===== src/rtl/irq_polarity_conv_pkg.sv =====
package irq_polarity_conv_pkg;

    // Trigger codes; the encoding is fixed by the software view.
    localparam logic [2:0] CODE_LVL_LO = 3'b000;
    localparam logic [2:0] CODE_FALL   = 3'b010;
    localparam logic [2:0] CODE_LVL_HI = 3'b100;
    localparam logic [2:0] CODE_RISE   = 3'b110;
    localparam logic [2:0] CODE_BOTH   = 3'b111;

    typedef enum logic [2:0] {
        TM_OFF,
        TM_LVL_HI,
        TM_LVL_LO,
        TM_RISE,
        TM_FALL,
        TM_BOTH
    } trig_mode_e;

    function automatic trig_mode_e decode_mode(input logic [2:0] code);
        trig_mode_e m;
        case (code)
            CODE_LVL_LO: m = TM_LVL_LO;
            CODE_FALL:   m = TM_FALL;
            CODE_LVL_HI: m = TM_LVL_HI;
            CODE_RISE:   m = TM_RISE;
            CODE_BOTH:   m = TM_BOTH;
            default:     m = TM_OFF;
        endcase
        return m;
    endfunction

endpackage


===== src/rtl/ipc_sync.sv =====
module ipc_sync #(
    parameter int WIDTH = 8
) (
    input  logic             clk,
    input  logic             rst_n,
    input  logic [WIDTH-1:0] async_in,
    output logic [WIDTH-1:0] sync_out
);

    logic [WIDTH-1:0] stage1;

    always_ff @(posedge clk or negedge rst_n) begin
        if (!rst_n) begin
            stage1   <= '0;
            sync_out <= '0;
        end else begin
            stage1   <= async_in;
            sync_out <= stage1;
        end
    end

endmodule


===== src/rtl/ipc_regs.sv =====
module ipc_regs #(
    parameter int NUM_PINS = 126,
    parameter int ADDR_W   = 12,
    parameter int EN_BASE  = 'h10,
    parameter int CFG_BASE = 'h110
) (
    input  logic                  clk,
    input  logic                  rst_n,
    input  logic                  wr_en,
    input  logic                  rd_en,
    input  logic [ADDR_W-1:0]     addr,
    input  logic [31:0]           wdata,
    output logic [31:0]           rdata,
    output logic [NUM_PINS-1:0]   en_vec,
    output logic [3*NUM_PINS-1:0] cfg_flat
);

    import irq_polarity_conv_pkg::*;

    localparam int          NUM_WORDS = (NUM_PINS + 31) / 32;
    localparam logic [31:0] EN_LO     = 32'(EN_BASE);
    localparam logic [31:0] EN_HI     = 32'(EN_BASE + 4 * NUM_WORDS);
    localparam logic [31:0] CFG_LO    = 32'(CFG_BASE);
    localparam logic [31:0] CFG_HI    = 32'(CFG_BASE + 4 * NUM_PINS);

    logic [NUM_PINS-1:0] en_q;
    logic [2:0]          cfg_q [NUM_PINS];
    logic [31:0]         addr32;
    logic                en_hit;
    logic                cfg_hit;
    logic [31:0]         en_idx;
    logic [31:0]         cfg_idx;
    logic [31:0]         rd_next;

    assign addr32  = 32'(addr);
    assign en_hit  = (addr32 >= EN_LO) && (addr32 < EN_HI);
    assign cfg_hit = (addr32 >= CFG_LO) && (addr32 < CFG_HI);
    assign en_idx  = (addr32 - EN_LO) >> 2;
    assign cfg_idx = (addr32 - CFG_LO) >> 2;

    always_ff @(posedge clk or negedge rst_n) begin
        if (!rst_n) begin
            en_q  <= '0;
            rdata <= '0;
            for (int p = 0; p < NUM_PINS; p++) begin
                cfg_q[p] <= CODE_LVL_HI;
            end
        end else begin
            if (wr_en && en_hit) begin
                for (int p = 0; p < NUM_PINS; p++) begin
                    if (32'(p / 32) == en_idx) begin
                        en_q[p] <= wdata[p % 32];
                    end
                end
            end
            if (wr_en && cfg_hit) begin
                for (int p = 0; p < NUM_PINS; p++) begin
                    if (32'(p) == cfg_idx) begin
                        cfg_q[p] <= wdata[2:0];
                    end
                end
            end
            if (rd_en) begin
                rdata <= rd_next;
            end
        end
    end

    always_comb begin
        rd_next = '0;
        if (en_hit) begin
            for (int p = 0; p < NUM_PINS; p++) begin
                if (32'(p / 32) == en_idx) begin
                    rd_next[p % 32] = en_q[p];
                end
            end
        end else if (cfg_hit) begin
            for (int p = 0; p < NUM_PINS; p++) begin
                if (32'(p) == cfg_idx) begin
                    rd_next[2:0] = cfg_q[p];
                end
            end
        end
    end

    assign en_vec = en_q;

    for (genvar g = 0; g < NUM_PINS; g++) begin : g_cfg_flat
        assign cfg_flat[3*g +: 3] = cfg_q[g];
    end

endmodule


===== src/rtl/ipc_pin.sv =====
module ipc_pin (
    input  logic       clk,
    input  logic       rst_n,
    input  logic       lvl,
    input  logic       en,
    input  logic [2:0] code,
    output logic       irq
);

    import irq_polarity_conv_pkg::*;

    trig_mode_e mode;
    logic       prev_lvl;
    logic       hit;

    always_ff @(posedge clk or negedge rst_n) begin
        if (!rst_n) begin
            prev_lvl <= 1'b0;
        end else begin
            prev_lvl <= lvl;
        end
    end

    always_comb begin
        mode = decode_mode(code);
        unique case (mode)
            TM_LVL_HI: hit = lvl;
            TM_LVL_LO: hit = !lvl;
            TM_RISE:   hit = lvl && !prev_lvl;
            TM_FALL:   hit = !lvl && prev_lvl;
            TM_BOTH:   hit = lvl ^ prev_lvl;
            TM_OFF:    hit = 1'b0;
            default:   hit = 1'b0;
        endcase
    end

    always_ff @(posedge clk or negedge rst_n) begin
        if (!rst_n) begin
            irq <= 1'b0;
        end else begin
            irq <= en && hit;
        end
    end

endmodule


===== src/rtl/irq_polarity_conv.sv =====
module irq_polarity_conv #(
    parameter int NUM_PINS = 126,
    parameter int ADDR_W   = 12
) (
    input  logic                clk,
    input  logic                rst_n,
    input  logic [NUM_PINS-1:0] pin_in,
    input  logic                reg_wr_en,
    input  logic                reg_rd_en,
    input  logic [ADDR_W-1:0]   reg_addr,
    input  logic [31:0]         reg_wdata,
    output logic [31:0]         reg_rdata,
    output logic [NUM_PINS-1:0] irq_out
);

    logic [NUM_PINS-1:0]   sync_lvl;
    logic [NUM_PINS-1:0]   en_vec;
    logic [3*NUM_PINS-1:0] cfg_flat;

    ipc_sync #(
        .WIDTH (NUM_PINS)
    ) u_sync (
        .clk      (clk),
        .rst_n    (rst_n),
        .async_in (pin_in),
        .sync_out (sync_lvl)
    );

    ipc_regs #(
        .NUM_PINS (NUM_PINS),
        .ADDR_W   (ADDR_W),
        .EN_BASE  ('h10),
        .CFG_BASE ('h110)
    ) u_regs (
        .clk      (clk),
        .rst_n    (rst_n),
        .wr_en    (reg_wr_en),
        .rd_en    (reg_rd_en),
        .addr     (reg_addr),
        .wdata    (reg_wdata),
        .rdata    (reg_rdata),
        .en_vec   (en_vec),
        .cfg_flat (cfg_flat)
    );

    for (genvar g = 0; g < NUM_PINS; g++) begin : g_pin
        ipc_pin u_pin (
            .clk   (clk),
            .rst_n (rst_n),
            .lvl   (sync_lvl[g]),
            .en    (en_vec[g]),
            .code  (cfg_flat[3*g +: 3]),
            .irq   (irq_out[g])
        );
    end

endmodule


===== config.mk =====
export PLATFORM = sky130hd
export DESIGN_NAME = irq_polarity_conv
export DESIGN_NICKNAME = d
export VERILOG_FILES = /design/src/rtl/irq_polarity_conv_pkg.sv /design/src/rtl/ipc_sync.sv /design/src/rtl/ipc_regs.sv /design/src/rtl/ipc_pin.sv /design/src/rtl/irq_polarity_conv.sv
export SDC_FILE = /design/constraint.sdc
export NUM_CORES = 2
export LEC_CHECK = 0
export BUFFER_PORTS_ARGS = -buffer_cell sky130_fd_sc_hd__clkbuf_2
export CAP_MARGIN = 30
export CORE_MARGIN = 10
export CORE_UTILIZATION = 45
export CTS_BUF_LIST = sky130_fd_sc_hd__clkbuf_16
export DETAILED_ROUTE_END_ITERATION = 8
export GPL_TIMING_DRIVEN = 0
export PLACE_DENSITY_LB_ADDON = 0.05
export SKIP_LAST_GASP = 1
export SYNTH_ARGS = -nofsm -noshare
export SYNTH_HDL_FRONTEND = slang
export SYNTH_HIERARCHICAL = 1
export SYNTH_SLANG_ARGS = --single-unit

===== constraint.sdc =====
create_clock -name clk -period 3.2 [get_ports clk]
set_clock_uncertainty 0.2 [all_clocks]
set_input_delay 0.48 -clock clk [delete_from_list [all_inputs] [get_ports clk]]
set_output_delay 0.48 -clock clk [all_outputs]
set_load 0.02 [all_outputs]

==> flow_metrics.py <==
metrics = {
    "outcome": {
        "status": "finished, violations left",
        "violations": "negative setup slack",
    },
    "setup_path": {
        "timing.rr.start": "u_regs/cfg_flat[187]",
        "cp-start-kind": "primary input",
        "ff2ff_setup_slack_ps": 240,
        "cp-endpoint": "u_regs/rdata[2]",
        "end_kind": "flip-flop",
        "startpoint": "reg_addr[3]",
        "cp_max_fo": 10,
        "worstPathRequired_ps": 3670,
        "reg2regPathDepth": 8,
        "r2r_end": "u_regs/rdata[1]",
        "worstSetupPathType": "primary input to flip-flop",
        "worst_ep_arrival_time_ps": 3880,
    },
    "global_route": {
        "busiest_layer": "met2",
        "grt_use_met2_pct": 49.5,
        "overflow": 0,
        "use_met3_pct": 7.47,
        "antenna_found_initial": 15,
        "grt_pass1_wl_um": 291000,
        "use_met1_pct": 43.2,
        "grt_pass1_vias": 38600,
        "grt_max_degree": 114,
        "grt_usage_pct": 32.2,
    },
    "yosys": {
        "synth_flop_cell": "dfrtp_1",
        "yosysTopAreaCell": "dfrtp_1",
        "ys_seq_elements": 1040,
        "avgSynthCellArea_um2": 11.2,
        "synth.distinct_cells": 95,
        "synthTopCellsByArea": "dfrtp_1, mux2_2, dfstp_2",
        "synthCells": 4469,
        "synth-edff-count": 0,
        "synth_top_area_share_pct": 45.7,
        "yosysSeqAreaShare_pct": 52.3,
        "async_flop_share_pct": 100,
        "yosysWarnings": 6,
        "synth_nets": 4895,
        "netlist_area_mm2": 0.0500,
    },
    "floorplan": {
        "io-pin-count": 332,
        "die_x_um": 353,
        "die-area_mm2": 0.125,
        "initial_core_util_pct": 45.3,
        "die_y_um": 353,
        "rows": 122,
        "core_mm2": 0.111,
    },
    "power": {
        "p_switching_mw": 7.15,
        "swShare_pct": 24.9,
        "ir_worst_vdd_mv": 0.439,
        "leakage_nw": 28.2,
        "pwr-share-comb_pct": 7.1,
        "p_int_mw": 21.6,
        "p_total_mw": 28.7,
        "power.density_mw_per_mm2": 467,
        "seqPwrFrac_pct": 47.7,
        "clkPwrFrac_pct": 45.1,
    },
    "job": {
        "drv_cap": 0,
    },
    "final_layout": {
        "syn2layout_area_growth_pct": 22.8,
        "fill_cells": 9747,
        "final_cell_area_mm2": 0.0615,
        "num-nets-final": 5594,
        "drive_gt1_share_pct": 30.9,
    },
    "route": {
        "antenna_left": 0,
        "wl_per_cell_um": 30.6,
        "wl_um": 206000,
        "drc": 0,
        "vias_per_cell": 5.84,
        "first_pass_iters": 8,
        "drt_iter0_drc": 4150,
        "vias": 39400,
    },
    "clock_tree": {
        "cts-root-buf": "clkbuf_16",
        "cts-buffers-inserted": 111,
        "insertion_delay_ps": 740,
        "htreeDepth": 3,
        "cts.path.max_buffers": 3,
        "clk_pin_slew_worst_paths_ps": 70,
        "clock-sinks": 1040,
        "cts_tree": "done",
    },
    "placed_design": {
        "place_area_mm2": 0.0547,
        "dp_hpwl_um": 159000,
        "gp_congestion": 1.04,
        "io_buffers": 324,
    },
    "worst_hold_path": {
        "min_path_type": "flip-flop to flip-flop",
    },
    "timing": {
        "worst_pin_slew_ps": 1110,
        "slew_headroom_pct": 26.2,
        "hold_slack_ps": 142,
        "setup_viol_count_final": 24,
        "fin_crit_ps": 3410,
        "rsz0062_at_grt": "yes",
        "finalCritPeriodShare_pct": 107,
        "hold_viol_final": 0,
        "drv_slew": 0,
        "max_freq_mhz": 293,
        "fin_ws_ps": -209,
    },
}
-- kinds of logic (layout without fill, tap and decap cells) --
| family | count (synthesis) | in the layout | share of synthesized area (%) |
|---|---|---|---|
| other cells | 0 | 5 | 0 |
| flops | 1040 | 1040 | 52.3 |
| simple gates | 1231 | 1231 | 11.9 |
| fa+ha+maj | 252 | 252 | 6.30 |
| mux | 634 | 634 | 14.0 |
| buf+inv | 438 | 1234 | 3.44 |
| compound gates | 874 | 874 | 12.1 |
-- metal layers --
| metal | up-vias | share of wire (%) |
|---|---|---|
| met5 | - | 0.011 |
| met4 | 4 | 5.2 |
| met3 | 464 | 9.0 |
| met2 | 1813 | 44 |
| met1 | 20000 | 42 |
| li1 | 17200 | - |
-- stage by stage --
stage          worst slack (ps)  cells  utilization [%]  setup TNS [ps]
2_1_floorplan              7.46   4469                -               0
3_3_place_gp             -24070   6281             48.4               -
3_5_place_dp              -2470   6348             49.5         -630490
4_1_cts                    -127   6738             55.3            -202
5_1_grt                    -123   6754             55.6            -331
6_report                   -209   6758             55.6           -2240
-- cell type report --
type,count,area (um^2),share of cell area [%]
buffer,170,1010,1.65
sequential,1040,26200,42.6
tap,1488,1860,3.03
inverter,258,968,1.58
clock inverter,97,817,1.33
clock buffer,113,2830,4.60
antenna,5,12.5,0.0204
timing repair buffer,596,4770,7.76
multi-input combinational,2991,23000,37.4
-- critical path, stage by stage --
cell and delay, ps:
clkbuf_2 180, clkbuf_2 260, clkbuf_4 310, nand2b_2 430, nor3_4 390, a32oi_1 170
o31ai_1 350, nor3_1 100, o311ai_1 440, a211oi_2 150, nor3b_2 390, o21a_1 230
-- power by group through the flow --
stage | registers, mW | logic [mW] | clock network [mW]
after detailed placement | 13.9 | 1.73 | 0
after CTS | 13.7 | 1.98 | 13.2
final | 13.7 | 2.04 | 13.0
after floorplan | 13.9 | 0.737 | 0
after global placement | 14.0 | 1.63 | 0
after global routing | 13.7 | 2.19 | 13.7
-- registers in the layout, indices dropped and copies added, names as in the netlist --
signal                cells
g_pin.u_pin/prev_lvl    126
u_sync/stage1           126
g_pin.u_pin/irq         126
u_regs/cfg_flat         378
u_sync/sync_out         126
u_regs/rdata             32
u_regs/en_vec           126
-- cells in the final DEF, fill, tap and decap left out, types with 130 or more instances in the layout --
cell / n
nand2_1: 335
mux2_2: 506
o21ai_1: 261
a21oi_2: 131
dfrtp_1: 914
dlygate4sd3_1: 157
ha_1: 252
nand3_1: 154
nor2_1: 297
nor2b_1: 130
inv_1: 287
clkbuf_2: 344
-- what timing repair did --
| action | CTS | global route |
|---|---|---|
| resized for setup | 251 | 82 |
| gates cloned | 0 | 1 |
| buffers inserted | 31 | 15 |
| hold buffers | 158 | 0 |
| endpoints found under the hold margin | 309 | 0 |
| pin swaps | 23 | 16 |
| endpoints found under the setup margin | 450 | 324 |
-- synthesized netlist by cell type, types with 11 or more instances --
| cell | n |
|---|---|
| a21oi_1 | 62 |
| mux2i_1 | 126 |
| buf_2 | 32 |
| mux2_2 | 506 |
| ha_1 | 252 |
| nand4_1 | 15 |
| nand3_1 | 160 |
| a211oi_1 | 14 |
| a31oi_1 | 12 |
| o22ai_1 | 28 |
| nor2b_1 | 132 |
| buf_1 | 14 |
| nand2_1 | 347 |
| a21oi_2 | 127 |
| or2_2 | 34 |
| nor3_1 | 27 |
| o21ai_0 | 85 |
| and2_1 | 11 |
| o211ai_1 | 19 |
| inv_1 | 258 |
| or2_1 | 126 |
| dfstp_2 | 126 |
| o21ai_1 | 257 |
| o221ai_1 | 21 |
| o2bb2ai_1 | 30 |
| dfrtp_1 | 914 |
| clkbuf_1 | 128 |
| a222oi_1 | 33 |
| a22oi_1 | 37 |
| a221oi_1 | 22 |
| nor2_1 | 312 |
-- worst min path at each step --
stage	start	endpoint	slack [ps]	depth (start not counted)
4_1_cts	reg_rd_en	u_regs/rdata[30]	130	3
6_report	u_sync/stage1[108]	u_sync/sync_out[108]	140	0
3_5_place_dp	u_sync/stage1[108]	u_sync/sync_out[108]	130	0
3_3_place_gp	u_sync/stage1[27]	u_sync/sync_out[27]	130	0
5_1_grt	u_sync/stage1[9]	u_sync/sync_out[9]	150	0
2_1_floorplan	rst_n	g_pin[0].u_pin/irq	-20	0
Note: power is estimated with default switching activity, not from simulation.
